==> src/rtl/irq_rt_pkg.sv <==
package irq_rt_pkg;
  typedef struct packed {
    logic initLoad;
    logic tableWr;
    logic route;
  } rtStrb_t;
endpackage

==> src/rtl/irq_rt_ctrl.sv <==
module irq_rt_ctrl
  import irq_rt_pkg::*;
#(
  parameter int NUM_CPU = 8,
  parameter int NUM_IRQ = 64,
  localparam int IRQ_W = $clog2(NUM_IRQ)
) (
  input  logic               rstN,
  input  logic               cfgWe,
  input  logic [IRQ_W-1:0]   cfgIrq,
  input  logic [NUM_CPU-1:0] cfgMask,
  input  logic               irqValid,
  input  logic [IRQ_W-1:0]   irqNum,
  output rtStrb_t            strb
);
  logic cfgInRange;
  logic irqInRange;

  assign cfgInRange = 32'(cfgIrq) < NUM_IRQ;
  assign irqInRange = 32'(irqNum) < NUM_IRQ;

  always_comb begin
    strb.initLoad = !rstN;
    strb.tableWr  = rstN && cfgWe && (|cfgMask) && cfgInRange;
    strb.route    = rstN && irqValid && irqInRange;
  end
endmodule

==> src/rtl/irq_rt_data.sv <==
module irq_rt_data
  import irq_rt_pkg::*;
#(
  parameter int NUM_CPU = 8,
  parameter int NUM_IRQ = 64,
  parameter int XTP_W   = 2,
  localparam int CPU_W  = $clog2(NUM_CPU),
  localparam int IRQ_W  = $clog2(NUM_IRQ)
) (
  input  logic                     clk,
  input  rtStrb_t                  strb,
  input  logic                     redirEn,
  input  logic [IRQ_W-1:0]         cfgIrq,
  input  logic [NUM_CPU-1:0]       cfgMask,
  input  logic                     cfgRedir,
  input  logic [NUM_CPU-1:0]       xtpWe,
  input  logic [NUM_CPU*XTP_W-1:0] xtpLevel,
  input  logic [IRQ_W-1:0]         irqNum,
  input  logic [IRQ_W-1:0]         rdIrq,
  output logic                     rdRedir,
  output logic [NUM_CPU-1:0]       rdMask,
  output logic                     deliverValid,
  output logic [CPU_W-1:0]         deliverCpu,
  output logic [NUM_CPU-1:0]       deliverOneHot
);
  logic [CPU_W-1:0]   homeTbl [NUM_IRQ];
  logic [NUM_IRQ-1:0] redirTbl;
  logic [XTP_W-1:0]   xtp [NUM_CPU];
  logic [CPU_W-1:0]   homeIdx, winIdx, pickIdx;
  logic               selRedir;
  logic               validQ;
  logic [CPU_W-1:0]   cpuQ;

  function automatic logic [CPU_W-1:0] lowBit(input logic [NUM_CPU-1:0] m);
    logic [CPU_W-1:0] r;
    r = '0;
    for (int i = NUM_CPU - 1; i >= 0; i--)
      if (m[i]) r = CPU_W'(i);
    return r;
  endfunction

  // routing table: strap-selected load, then single-entry writes
  always_ff @(posedge clk) begin
    if (strb.initLoad) begin
      for (int i = 0; i < NUM_IRQ; i++) begin
        homeTbl[i]  <= redirEn ? '0 : CPU_W'(i % NUM_CPU);
        redirTbl[i] <= redirEn;
      end
    end else if (strb.tableWr) begin
      homeTbl[cfgIrq]  <= lowBit(cfgMask);
      redirTbl[cfgIrq] <= cfgRedir;
    end
  end

  // per-CPU priority levels
  for (genvar c = 0; c < NUM_CPU; c++) begin : g_xtp
    always_ff @(posedge clk) begin
      if (strb.initLoad)  xtp[c] <= '0;
      else if (xtpWe[c])  xtp[c] <= xtpLevel[c*XTP_W +: XTP_W];
    end
  end

  assign homeIdx  = homeTbl[irqNum];
  assign selRedir = redirTbl[irqNum];

  // cyclic least-level search from the home CPU; strict compare keeps first hit
  always_comb begin
    logic [CPU_W-1:0] cand;
    winIdx = homeIdx;
    for (int k = 1; k < NUM_CPU; k++) begin
      cand = CPU_W'((int'(homeIdx) + k) % NUM_CPU);
      if (xtp[cand] < xtp[winIdx]) winIdx = cand;
    end
  end

  assign pickIdx = selRedir ? winIdx : homeIdx;

  always_ff @(posedge clk) begin
    if (strb.initLoad) begin
      validQ <= 1'b0;
      cpuQ   <= '0;
    end else begin
      validQ <= strb.route;
      if (strb.route) cpuQ <= pickIdx;
    end
  end

  assign deliverValid  = validQ;
  assign deliverCpu    = cpuQ;
  assign deliverOneHot = validQ ? (NUM_CPU'(1) << cpuQ) : '0;
  assign rdRedir       = redirTbl[rdIrq];
  assign rdMask        = NUM_CPU'(1) << homeTbl[rdIrq];

  assert_fixed_target_R5: assert property (@(posedge clk) disable iff (strb.initLoad)
    (strb.route && !selRedir) |=> (deliverCpu == $past(homeIdx)));

  for (genvar c = 0; c < NUM_CPU; c++) begin : g_chk
    assert_lowest_level_R6: assert property (@(posedge clk) disable iff (strb.initLoad)
      (strb.route && selRedir) |-> (xtp[winIdx] <= xtp[c]));
  end
endmodule

==> src/rtl/irq_lp_router.sv <==
module irq_lp_router
  import irq_rt_pkg::*;
#(
  parameter int NUM_CPU = 8,
  parameter int NUM_IRQ = 64,
  parameter int XTP_W   = 2,
  localparam int CPU_W  = $clog2(NUM_CPU),
  localparam int IRQ_W  = $clog2(NUM_IRQ)
) (
  input  logic                     clk,
  input  logic                     rstN,
  input  logic                     redirEn,
  input  logic                     cfgWe,
  input  logic [IRQ_W-1:0]         cfgIrq,
  input  logic [NUM_CPU-1:0]       cfgMask,
  input  logic                     cfgRedir,
  input  logic [NUM_CPU-1:0]       xtpWe,
  input  logic [NUM_CPU*XTP_W-1:0] xtpLevel,
  input  logic                     irqValid,
  input  logic [IRQ_W-1:0]         irqNum,
  input  logic [IRQ_W-1:0]         rdIrq,
  output logic                     rdRedir,
  output logic [NUM_CPU-1:0]       rdMask,
  output logic                     deliverValid,
  output logic [CPU_W-1:0]         deliverCpu,
  output logic [NUM_CPU-1:0]       deliverOneHot
);
  rtStrb_t strb;

  irq_rt_ctrl #(.NUM_CPU(NUM_CPU), .NUM_IRQ(NUM_IRQ)) u_ctrl (
    .rstN(rstN), .cfgWe(cfgWe), .cfgIrq(cfgIrq), .cfgMask(cfgMask),
    .irqValid(irqValid), .irqNum(irqNum), .strb(strb)
  );

  irq_rt_data #(.NUM_CPU(NUM_CPU), .NUM_IRQ(NUM_IRQ), .XTP_W(XTP_W)) u_data (
    .clk(clk), .strb(strb), .redirEn(redirEn), .cfgIrq(cfgIrq),
    .cfgMask(cfgMask), .cfgRedir(cfgRedir), .xtpWe(xtpWe),
    .xtpLevel(xtpLevel), .irqNum(irqNum), .rdIrq(rdIrq),
    .rdRedir(rdRedir), .rdMask(rdMask), .deliverValid(deliverValid),
    .deliverCpu(deliverCpu), .deliverOneHot(deliverOneHot)
  );

  assert_pulse_follows_R8: assert property (@(posedge clk) disable iff (!rstN)
    irqValid |=> deliverValid);

  assert_no_spurious_R8: assert property (@(posedge clk) disable iff (!rstN)
    !irqValid |=> !deliverValid);

  assert_zero_mask_kept_R4: assert property (@(posedge clk) disable iff (!rstN)
    (cfgWe && cfgMask == '0 && rdIrq == cfgIrq) |=>
      (!$stable(rdIrq) || (rdMask == $past(rdMask) && rdRedir == $past(rdRedir))));
endmodule

==> config.mk <==
export PLATFORM = sky130hd
export DESIGN_NAME = irq_lp_router
export DESIGN_NICKNAME = d
export VERILOG_FILES = /design/src/rtl/irq_rt_pkg.sv /design/src/rtl/irq_rt_ctrl.sv /design/src/rtl/irq_rt_data.sv /design/src/rtl/irq_lp_router.sv
export SDC_FILE = /design/constraint.sdc
export NUM_CORES = 1
export LEC_CHECK = 0
export BUFFER_PORTS_ARGS = -buffer_cell sky130_fd_sc_hd__buf_2
export CELL_PAD_IN_SITES_DETAIL_PLACEMENT = 1
export CELL_PAD_IN_SITES_GLOBAL_PLACEMENT = 1
export CORE_ASPECT_RATIO = 0.5
export CORE_MARGIN = 4
export CORE_UTILIZATION = 52
export CTS_CLUSTER_DIAMETER = 40
export DETAILED_ROUTE_END_ITERATION = 7
export GPL_TIMING_DRIVEN = 0
export HOLD_SLACK_MARGIN = 0.03
export PLACE_DENSITY = 0.78
export SLEW_MARGIN = 0
export SYNTH_ARGS = -nofsm -noshare
export SYNTH_HDL_FRONTEND = slang
export SYNTH_SLANG_ARGS = --single-unit
==> constraint.sdc <==
create_clock -name clk -period 22.5 [get_ports clk]
set_input_delay 4.5 -clock clk [delete_from_list [all_inputs] [get_ports clk]]
set_output_delay 4.5 -clock clk [all_outputs]
set_load 0.02 [all_outputs]
; ---- Word-level counts from Yosys, hierarchy flattened
; Memory sizes are Yosys's and may differ from the RTL's.
; Index checks and enable logic that the tools add are counted.
[word_totals]
regBits = 68
mem_bits_rw = 208
input_bits = 56
out_inout_bits = 21
word_cells = 114
mem_count = 2
[classes]
n_addsub = 7
order_cmp = 11
eq_ne = 1
shift = 2
mux = 74
bitwise_logic = 8
reduce_logical = 6
[memory_table]
columns = name, words, word_bits, read_ports, rd_ports_with_merged_regs, wr, line
row1 = u_data.homeTbl, 64, 3, 2, 0, 64, irq_rt_data.sv:26  ; logic [CPU_W-1:0] homeTbl [NUM_IRQ];
row2 = u_data.xtp, 8, 2, 14, 0, 8, irq_rt_data.sv:28  ; logic [XTP_W-1:0] xtp [NUM_CPU];
[ops]
columns = cell, n
row1 = $mux 64, 2
row2 = $mux 3, 23
row3 = $bwmux 64, 1
row4 = $mux 1, 33
row5 = $lt 6x7->1 const B, 3
row6 = $mux 2, 10
row7 = $shl 1x3->8 const A, 2
row8 = $lt 2x2->1, 7
row9 = $add 3x3->3 const B, 4
row10 = $bmux 1 s6, 2
row11 = $mux 8, 1
row12 = $or 1x1->1, 8
row13 = $reduce_or 8->1, 1
row14 = $add 3x2->3 const B, 2
row15 = $demux 1 s6, 1
row16 = $ge 6x1->1 const B, 1
row17 = $mux 6, 1
row18 = $logic_and 1x1->1, 4
row19 = $add 3x1->3 const B, 1
row20 = $reduce_or 3->1, 1
row21 = $ne 2x1->1 const B, 1

; ---- Logic depth before layout (Yosys ltp)
; Gate-level depths: netlist (run 1).
; An unclocked memory read counts as a cell.
[logic_depth]
word_depth = 24
ltp_mapped = 78
mapped_depth_nobuf = 63

; ---- Modules after synthesis
; From an unflattened synthesis (run 1), not the netlist that was laid out.
[unflattened]
hier_cells = 1730
area_unflattened_um2 = 19826.5
[modules_own_cells]
columns = mod, instances, cells_per_inst, area_each_um2
row1 = irq_rt_data, 1, 1724, 19782.7
row2 = irq_rt_ctrl, 1, 6, 43.8

; ---- Worst setup path before layout (run 1)
; Ideal clock, no wire load.
[synth_timing]
path_type = in2reg
start = in irqNum[2]
end = reg u_data.cpuQ[1] (netlist: u_data.deliverCpu[1])
t_arrival_ns = 19.499
required_time_ns = 22.383
path_slack_ns = 2.884
cell_stages = 73
path_cell_list = buf_4 -> buf_12 -> buf_8 -> buf_2 -> mux2i_1 -> nand2_1 -> a41oi_1 -> nand4_1 -> nand2_1 -> clkbuf_1 -> clkbuf_1 -> ha_1 -> buf_1 -> inv_2 -> mux2i_1 -> mux2_2 -> ha_1 -> clkbuf_1 -> [37 not listed] -> o31a_1 -> buf_2 -> mux2_2 -> nor2_1 -> a21oi_1 -> a21oi_1 -> ha_1 -> or2_2 -> clkbuf_1 -> o21a_2 -> mux2_4 -> mux4_2 -> mux2i_1 -> ha_1 -> a211oi_1 -> o2111ai_1 -> a31o_1 -> a32o_1
[synth_via]
elab_chain_cells = 24
elab_cells_between_ends = 26
[synth_lines]
columns = element, line
row1 = from (decl), irq_lp_router.sv:20  ; input logic [IRQ_W-1:0] irqNum,
row2 = $mem_v2 64x3, --
row3 = $add 3x1->3, irq_rt_data.sv:71  ; cand = CPU_W'((int'(homeIdx) + k) % NUM_CPU);
row4 = $mem_v2 8x2, --
row5 = $lt 2x2->1, irq_rt_data.sv:72  ; if (xtp[cand] < xtp[winIdx]) winIdx = cand;
row6 = $mux 3, irq_rt_data.sv:72
row7 = $mem_v2 8x2, --
row8 = $lt 2x2->1, irq_rt_data.sv:72
row9 = $mux 3, irq_rt_data.sv:72
row10 = [8 not listed], --
row11 = $mux 3, irq_rt_data.sv:72
row12 = $mem_v2 8x2, --
row13 = $lt 2x2->1, irq_rt_data.sv:72
row14 = $mux 3, irq_rt_data.sv:72
row15 = $mem_v2 8x2, --
row16 = $lt 2x2->1, irq_rt_data.sv:72
row17 = $mux 3, irq_rt_data.sv:72
row18 = $mux 3 *, irq_rt_data.sv:76  ; assign pickIdx = selRedir ? winIdx : homeIdx;
row19 = to (signal assigned), irq_rt_data.sv:84  ; if (strb.route) cpuQ <= pickIdx;
row20 = to (decl), irq_rt_data.sv:32  ; logic [CPU_W-1:0] cpuQ;
; Every way passes the cells marked *; elsewhere a longest branch is shown, timed or not. The select of a mux whose other input is x is not followed.
; A chain may end at the register's enable or synchronous reset.

; ---- Worst setup path in the final report (run 1)
[layout_timing]
start = in irqNum[0]
end = reg u_data.cpuQ[1] (netlist: u_data.deliverCpu[1])
; Same word-level chain as after synthesis.

==> results.json, run 1 <==
{
  "clockBufferDepth": 3,
  "synth_most_common_cell": "edfxtp_1",
  "cts_tree": "yes",
  "path_clk_slew_ps": 60,
  "slew_headroom_pct": 2.528,
  "finalHoldWorstSlack_ps": 712.3,
  "synthXorXnorAreaFrac_pct": 0.3226,
  "synth_async_sr_flop_share_pct": 0,
  "outcome": "complete, no violations",
  "seq_area_frac_synth_pct": 43.40,
  "area.growth.synth_to_final_pct": 9.790,
  "r2r-start": "u_data.homeTbl[47][1]$_DFFE_PP_",
  "grt_max_degree": 20,
  "fin_crit_sh_pct": 95.24,
  "holdPathEnd": "u_data.deliverCpu[0]$_SDFFE_PN0P_",
  "reg2reg_depth": 71,
  "synth_cell_types": 102,
  "grt_pass1_vias": 16780,
  "final_layout_size_suffix_gt1_share_pct": 19.97,
  "start_util_pct": 52.81,
  "fp.dieH_um": 143.2,
  "syn_inst": 1644,
  "synthFlopType": "edfxtp_1",
  "clock_sinks": 276,
  "cts_max_level": 1,
  "fin_crit_ps": 21430,
  "drtPass1Iterations": 6,
  "grt_usage_pct": 40.26,
  "synth_top_area_share_pct": 42.98,
  "via_count": 16860,
  "die-area_um2": 39860,
  "antenna_left": 0,
  "fin_ws_ps": 1071,
  "path_max_fanout": 10,
  "synth.mux.area_fraction_pct": 27.41,
  "viasPerCell": 7.518,
  "fillCellCount": 3737,
  "post_synth_fa_ha_maj_area_fraction_pct": 0.5925,
  "fin_skew_ps": 40.38,
  "hold_depth": 2,
  "max_freq_ghz": 0.04666,
  "path_class": "in2reg",
  "postSynthAreaPerCell_um2": 11.56,
  "crit_slowest_cell": "a311oi_1",
  "syn-num-nets": 1709,
  "startpoint_type": "input pin",
  "maxSlewViolCount": 0,
  "worst-r2r-setup-slack_ps": 5050,
  "antenna_cells": 0,
  "wl_per_cell_um": 36.37,
  "cts_buffers": 28,
  "cts_root_buf": "clkbuf_16",
  "ioPinCount": 77,
  "arrival_ps": 21900,
  "crit_required_ps": 22970,
  "place_congestion": 1.064,
  "drv_cap": 0,
  "cpPeakStageDelay_ps": 720,
  "hold_path_startpoint": "u_data.deliverCpu[0]$_SDFFE_PN0P_",
  "final_util_pct": 57.98,
  "portBuffers": 65,
  "first_iter_violations": 2533,
  "end_kind": "register",
  "tightest_slew_ps": 1450,
  "synth_commonest_cells": "edfxtp_1, nand2_1, mux2i_1",
  "die_w_um": 278.4,
  "synth_top_family_by_area": "multiplexers",
  "overflow": 0,
  "antenna_found_initial": 6,
  "yosys_warnings": 0,
  "coreArea_um2": 35990,
  "grt_first_pass_wirelength_mm": 116.3,
  "synth_edf_count": 272,
  "dpl.hpwl_mm": 62.01,
  "dpl_worst_slack_ps": -1084,
  "finalNetCount": 1805,
  "ctsHoldBuffers": 0,
  "drc": 0,
  "ys_ff_latch": 276,
  "clk_latency_ps": 610,
  "synth_area_leaders": "edfxtp_1, mux4_2, mux2i_1",
  "r2r-end": "u_data.deliverCpu[1]$_SDFFE_PN0P_",
  "synth_compound_area_share_pct": 11.22,
  "hold_violations": 0,
  "row_count": 49,
  "path_common_cell": "ha_1",
  "setup_viol": 0,
  "synthSimpleGateAreaFrac_pct": 12.90,
  "hp-class": "reg2reg",
  "yosysTopAreaCell": "edfxtp_1",
  "totalWireLength_mm": 81.55,
  "rsz0062_at_grt": "no",
  "synth_area_um2": 19000
}
state kept, by name, summed over array words and instances (netlist names):
register             cells
u_data.homeTbl         192
u_data.redirTbl         64
u_data.xtp              16
u_data.deliverCpu        3
u_data.deliverValid      1
per-stage QoR:
step | instances | TNS (ps) | instance area [um2]
CTS | 2240 | 0 | 20800
global route | 2242 | 0 | 20870
global placement | 2193 | -1045 | 19940
detailed placement | 2193 | -2998 | 19940
floorplan | 1644 | 0 | 19000
finish | 2242 | 0 | 20870
what timing repair did:
| action | CTS | global route |
|---|---|---|
| resized for setup | 4 | 19 |
| cloned | 0 | 0 |
| pin swaps | 0 | 1 |
| endpoints found under the setup margin | 3 | 3 |
| setup buffers | 0 | 2 |
worst max-delay path: cells and delay by family:
family	cells	cell delay, ps
xor gates and xnor gates	1	400
adders and majority gates	8	2600
buffers and inverters	14	2890
AOI/OAI and AO/OA	25	5750
and+or+nand+nor	12	1610
muxes	13	4130
worst max path at each step:
stage | from | end | cells after the start
after floorplan | irqNum[2] | u_data.deliverCpu[1]$_SDFFE_PN0P_ | 73
after global placement | irqNum[4] | u_data.deliverCpu[1]$_SDFFE_PN0P_ | 72
after detailed placement | irqNum[4] | u_data.deliverCpu[1]$_SDFFE_PN0P_ | 72
after CTS | irqNum[2] | u_data.deliverCpu[1]$_SDFFE_PN0P_ | 74
after global routing | irqNum[2] | u_data.deliverCpu[1]$_SDFFE_PN0P_ | 76
final | irqNum[0] | u_data.deliverCpu[1]$_SDFFE_PN0P_ | 73
layout by cell type (no fill, tap or decap), drive strengths merged, types with 19 or more instances in the layout:
| cell type | instances |
|---|---|
| a21oi | 27 |
| and3 | 25 |
| buf | 103 |
| clkbuf | 148 |
| edfxtp | 272 |
| inv | 26 |
| mux2 | 19 |
| mux2i | 163 |
| mux4 | 148 |
| nand2 | 197 |
| nand2b | 28 |
| nand3 | 28 |
| nor2 | 104 |
| nor3 | 66 |
| o21ai | 153 |
cells by family after synthesis:
group                      after synthesis
adders and majority gates                9
and+or+nand+nor                        521
muxes                                  330
xor gates and xnor gates                 4
buffers and inverters                  182
AOI/OAI and AO/OA                      322
DFF                                    276
layout make-up:
cell class / instances / area [um2] / area share, %
buffer: 155 / 703.2 / 3.370
inverter: 26 / 97.59 / 0.4677
sequential: 276 / 8248 / 39.53
tap: 484 / 605.6 / 2.902
multi-input combinational: 1186 / 10010 / 47.95
clock buffer: 29 / 704.4 / 3.376
timing repair buffer: 67 / 340.3 / 1.631
clock inverter: 19 / 160.2 / 0.7676
metal layers:
| metal | vias to the layer above | global-route usage (%) | part of all wire [%] |
|---|---|---|---|
| met5 | - | 0 | 0.096 |
| met1 | 8417 | 51.95 | 36 |
| met4 | 12 | 14.76 | 4.4 |
| li1 | 6604 | - | - |
| met3 | 301 | 16.40 | 16 |
| met2 | 1522 | 62.00 | 43 |
Power of run 1 is not shown: default switching activity piles up to over one toggle a cycle in this logic, so the estimate is an artifact.
==> inputs of run 2 (changes only) <==
--- a/config.mk
+++ b/config.mk
@@ -5,11 +5,11 @@
 export SDC_FILE = /design/constraint.sdc
 export NUM_CORES = 1
 export LEC_CHECK = 0
-export BUFFER_PORTS_ARGS = -buffer_cell sky130_fd_sc_hd__buf_2
+export BUFFER_PORTS_ARGS = -buffer_cell sky130_fd_sc_hd__buf_4
 export CELL_PAD_IN_SITES_DETAIL_PLACEMENT = 1
 export CELL_PAD_IN_SITES_GLOBAL_PLACEMENT = 1
 export CORE_ASPECT_RATIO = 0.5
-export CORE_MARGIN = 4
+export CORE_MARGIN = 5
 export CORE_UTILIZATION = 52
 export CTS_CLUSTER_DIAMETER = 40
 export DETAILED_ROUTE_END_ITERATION = 7
==> run 2 against run 1 <==
Effect of this change:
- sequential cell count unchanged
- via count decreased by 0.56%
- register-to-register slack improved by 120 ps
- global-route usage decreased by 0.76 points
- final area increased by 1.5%
- sequential share of layout area decreased by 0.58 points
- utilization increased by 0.86 points
- die area increased by 2.1%
- critical path depth increased by 1
- clock skew decreased by 11 ps
- highest routed layer unchanged
==> results.json, run 2 (synthesized netlist as in run 1, its figures left out) <==
{
  "largest_register_ffs": 192,
  "startpoint_type": "input pin",
  "layout_commonest_cell": "edfxtp_1",
  "first_iter_violations": 2520,
  "reg.largest.list": "u_data.homeTbl: 192 flops, u_data.redirTbl: 64 flops, u_data.xtp: 16 flops",
  "grt_first_pass_wirelength_mm": 117.7,
  "max_freq_ghz": 0.04662,
  "viasPerCell": 7.460,
  "via_count": 16760,
  "r2r-end": "u_data.deliverCpu[1]$_SDFFE_PN0P_",
  "finalNetCount": 1805,
  "path_class": "in2reg",
  "crit_required_ps": 22980,
  "final_cell_mix": "edfxtp_1, nand2_1, mux2i_1",
  "fin_crit_ps": 21450,
  "reg2reg_depth": 69,
  "cts_root_buf": "clkbuf_16",
  "portBuffers": 65,
  "r2r-start": "u_data.homeTbl[57][0]$_DFFE_PP_",
  "fin_crit_sh_pct": 95.33,
  "die-area_um2": 40700,
  "place_congestion": 1.097,
  "slew_headroom_pct": 4.413,
  "rsz0062_at_grt": "no",
  "setup_viol": 0,
  "row_count": 49,
  "outcome": "complete, no violations",
  "dpl.hpwl_mm": 62.10,
  "grt_usage_pct": 39.50,
  "crit_slowest_cell": "mux4_2",
  "clockBufferDepth": 3,
  "start_util_pct": 52.81,
  "antenna_cells": 0,
  "antenna_found_initial": 1,
  "die_w_um": 280.4,
  "grt_max_degree": 20,
  "cpPeakStageDelay_ps": 530,
  "hp-class": "reg2reg",
  "antenna_left": 0,
  "cts_buffers": 29,
  "wl_per_cell_um": 36.75,
  "cts_max_level": 1,
  "cp-endpoint": "u_data.deliverCpu[1]$_SDFFE_PN0P_",
  "path_max_fanout": 10,
  "grt_pass1_vias": 16890,
  "maxSlewViolCount": 0,
  "regMostFlops": "u_data.homeTbl",
  "tightest_slew_ps": 1431,
  "arrival_ps": 21930,
  "coreArea_um2": 35990,
  "drv_cap": 0,
  "clk_latency_ps": 610,
  "clock_sinks": 276,
  "instances_no_fill": 2247,
  "fillCellCount": 3690,
  "hold_violations": 0,
  "totalWireLength_mm": 82.57,
  "overflow": 0,
  "fp.dieH_um": 145.2,
  "startpoint": "irqNum[2]",
  "ctsHoldBuffers": 0,
  "fin_skew_ps": 28.96,
  "final_layout_size_suffix_gt1_share_pct": 20.02,
  "cts_tree": "yes",
  "numPlacedInstances": 2193,
  "path_clk_slew_ps": 60,
  "drtPass1Iterations": 8,
  "drc": 0,
  "area.growth.synth_to_final_pct": 11.42,
  "ioPinCount": 77,
  "end_kind": "register",
  "worst-r2r-setup-slack_ps": 5170
}
## run 2: changes by cell type in the layout (fill, tap and decap cells not counted), moves of 2 or more
| cell | change |
|---|---|
| clkinvlp_4 | -3 |
| mux2i_1 | +2 |
| mux2i_2 | -2 |
| clkbuf_1 | +4 |
| buf_4 | +64 |
| clkinv_1 | -2 |
| buf_2 | -65 |
| inv_6 | +3 |
| bufinv_16 | +5 |
| clkinv_2 | -2 |
## run 2: worst min path at each step
stage | cells after the start | slack [ps] | from | to
after floorplan | 2 | 660 | u_data.deliverCpu[0]$_SDFFE_PN0P_ | u_data.deliverCpu[0]$_SDFFE_PN0P_
after global placement | 2 | 660 | u_data.deliverCpu[0]$_SDFFE_PN0P_ | u_data.deliverCpu[0]$_SDFFE_PN0P_
after detailed placement | 2 | 670 | u_data.deliverCpu[0]$_SDFFE_PN0P_ | u_data.deliverCpu[0]$_SDFFE_PN0P_
after CTS | 2 | 690 | u_data.deliverCpu[0]$_SDFFE_PN0P_ | u_data.deliverCpu[0]$_SDFFE_PN0P_
after global routing | 2 | 720 | u_data.deliverCpu[0]$_SDFFE_PN0P_ | u_data.deliverCpu[0]$_SDFFE_PN0P_
final | 2 | 700 | u_data.deliverCpu[0]$_SDFFE_PN0P_ | u_data.deliverCpu[0]$_SDFFE_PN0P_
## run 2: per-stage QoR
| stage | setup slack, ps | cell area (um2) | hold WS (ps) | setup TNS (ps) | util, % |
|---|---|---|---|---|---|
| 2_1_floorplan | 2884 | 19000 | 662.9 | 0 | - |
| 3_3_place_gp | -783.0 | 20100 | 660.2 | -2034 | 55.85 |
| 3_5_place_dp | -1239 | 20100 | 671.5 | -3394 | 55.85 |
| 4_1_cts | 15.86 | 21130 | 686.6 | 0 | 58.72 |
| 5_1_grt | 11.65 | 21170 | 724.5 | 0 | 58.84 |
| 6_report | 1051 | 21170 | 695.6 | 0 | 58.84 |
## run 2: worst max-delay path, delay by kind of cell
| family | cells | cell delay, ps |
|---|---|---|
| compound gates | 21 | 4520 |
| mux | 15 | 3910 |
| fa+ha+maj | 8 | 2540 |
| simple gates | 13 | 2440 |
| buf+inv | 17 | 3980 |
## run 2: what timing repair did
action | in CTS | in global routing
setup buffers | 0 | 1
endpoints found under the setup margin | 3 | 3
pin swaps | 0 | 1
gates resized for setup | 3 | 20
## run 2: area by class of cell
| class | count | area (um2) | area share, % |
|---|---|---|---|
| multi-input cells | 1186 | 9993 | 47.20 |
| flip-flops and latches | 276 | 8248 | 38.95 |
| clock buffers | 34 | 744.5 | 3.516 |
| plain buffers | 155 | 703.2 | 3.321 |
| well taps | 484 | 605.6 | 2.860 |
| repair buffers | 66 | 495.5 | 2.340 |
| clock inverters | 20 | 286.5 | 1.353 |
| inverters | 26 | 97.59 | 0.4609 |
## run 2: per-layer routing
layer  part of all wire [%]  vias to the layer above  routed length, um  global-route usage, %
met5                   0.21                        -                177                  1.748
met4                    4.0                        8               3318                  11.71
met3                     16                      282              13420                  18.11
met2                     44                     1417              36160                  60.25
met1                     36                     8419              29500                  51.07
li1                       -                     6636                  -                      -
Power of run 2 is left out for the same reason.
==> inputs of run 3 (changes only) <==
--- a/config.mk
+++ b/config.mk
@@ -15,7 +15,7 @@
 export DETAILED_ROUTE_END_ITERATION = 7
 export GPL_TIMING_DRIVEN = 0
 export HOLD_SLACK_MARGIN = 0.03
-export PLACE_DENSITY = 0.78
+export PLACE_DENSITY_LB_ADDON = 0.1
 export SLEW_MARGIN = 0
 export SYNTH_ARGS = -nofsm -noshare
 export SYNTH_HDL_FRONTEND = slang
==> run 3 against run 2 <==
Effect of this change:
- count of clock-buffer cells in the layout decreased by 1
- critical path depth is 3 lower
- cell count rose by 0.18%
- non-clock buffer count up 1
- sequential cell count is the same
- sequential share of layout area hardly changed
- hold slack got worse by 20 ps
- via count is 2.1% higher
- clock skew decreased by 7.3 ps
- largest cell class unchanged
- first-iteration DRC count is 0.75% higher
==> results.json, run 3 (synthesized netlist as in run 1, its figures left out) <==
{
  "wl_per_cell_um": 36.69,
  "path_clk_slew_ps": 60,
  "arrival_ps": 22080,
  "viasPerCell": 7.600,
  "place_congestion": 1.090,
  "rsz0062_at_grt": "no",
  "slew_headroom_pct": 5.004,
  "grt_pass1_vias": 17100,
  "drtPass1Iterations": 8,
  "ctsHoldBuffers": 0,
  "largest_register_ffs": 192,
  "drv_cap": 0,
  "coreArea_um2": 35990,
  "max_freq_ghz": 0.04632,
  "finalNetCount": 1808,
  "dpl.hpwl_mm": 61.65,
  "maxSlewViolCount": 0,
  "drc": 0,
  "start_util_pct": 52.81,
  "via_count": 17110,
  "final_layout_size_suffix_gt1_share_pct": 19.98,
  "fin_crit_sh_pct": 95.95,
  "antenna_found_initial": 1,
  "startpoint_type": "input pin",
  "area.growth.synth_to_final_pct": 11.55,
  "row_count": 49,
  "totalWireLength_mm": 82.59,
  "setup_viol": 0,
  "grt_max_degree": 17,
  "tns_ps": 0,
  "cts_buffers": 31,
  "cts_root_buf": "clkbuf_16",
  "tightest_slew_ps": 1413,
  "hold_violations": 0,
  "path_class": "in2reg",
  "die_w_um": 280.4,
  "ioPinCount": 77,
  "fin_crit_ps": 21590,
  "final_cell_mix": "edfxtp_1, nand2_1, mux2i_1",
  "layout_commonest_cell": "edfxtp_1",
  "cts_max_level": 1,
  "outcome": "complete, no violations",
  "hp-class": "reg2reg",
  "fp.dieH_um": 145.2,
  "antenna_cells": 0,
  "portBuffers": 65,
  "first_iter_violations": 2539,
  "crit_slowest_cell": "clkbuf_1",
  "fin_skew_ps": 21.70,
  "overflow": 0,
  "antenna_left": 0,
  "fillCellCount": 3676,
  "grt_usage_pct": 39.35,
  "path_common_cell": "ha_1",
  "clock_sinks": 276,
  "end_kind": "register",
  "clk_latency_ps": 620,
  "reg.largest.list": "u_data.homeTbl: 192 flops, u_data.redirTbl: 64 flops, u_data.xtp: 16 flops",
  "crit_required_ps": 22990,
  "path_max_fanout": 10,
  "clockBufferDepth": 3,
  "cpPeakStageDelay_ps": 960,
  "grt_first_pass_wirelength_mm": 117.5,
  "regMostFlops": "u_data.homeTbl",
  "final_util_pct": 58.91,
  "cts_tree": "yes",
  "die-area_um2": 40700
}
-- run 3: final timing paths --
check / cells past startpoint / slack, ps / start / to
worst max-delay path: 71 / 910 / irqNum[3] / u_data.deliverCpu[1]$_SDFFE_PN0P_
worst min-delay path: 2 / 680 / u_data.deliverCpu[0]$_SDFFE_PN0P_ / u_data.deliverCpu[0]$_SDFFE_PN0P_
worst max register to register: 69 / 5120 / u_data.homeTbl[41][0]$_DFFE_PP_ / u_data.deliverCpu[1]$_SDFFE_PN0P_
worst min register to register: 2 / 680 / u_data.deliverCpu[0]$_SDFFE_PN0P_ / u_data.deliverCpu[0]$_SDFFE_PN0P_
-- run 3: critical path, delay by kind of cell --
kind,cells,cell delay (ps)
buf+inv,15,4080
compound gates,24,5310
simple gates,10,1830
fa+ha+maj,8,2430
mux,14,3870
-- run 3: metrics by stage --
stage | cell area [um2] | setup WS (ps) | instances | hold WS, ps
6_report | 21200 | 911.6 | 2251 | 676.1
3_5_place_dp | 20100 | -1147 | 2193 | 651.1
2_1_floorplan | 19000 | 2884 | 1644 | 662.9
4_1_cts | 21150 | 19.62 | 2250 | 664.3
5_1_grt | 21200 | 82.94 | 2251 | 736.7
3_3_place_gp | 20100 | -615.1 | 2193 | 634.4
-- run 3: layer usage --
metal	routed length, um	up-vias	part of all wire [%]	global-route usage (%)
met5	32	-	0.039	0
met4	4018	4	4.9	14.89
met3	13390	328	16	16.46
met2	35150	1512	43	58.00
met1	30000	8614	36	52.43
li1	-	6649	-	-
-- run 3: cell type report --
class,count,area [um2],share of cell area [%]
multi-input cells,1186,9998,47.16
clock inverters,24,265.3,1.251
inverters,26,97.59,0.4604
clock buffers,33,783.3,3.695
well taps,484,605.6,2.857
flip-flops and latches,276,8248,38.91
plain buffers,156,705.7,3.329
repair buffers,66,495.5,2.337
-- run 3: repair_timing --
item / CTS / global route
setup buffers: 0 / 1
pin swaps: 0 / 1
gates resized for setup: 4 / 18
setup endpoints to repair: 3 / 3
Power of run 3 is left out for the same reason.
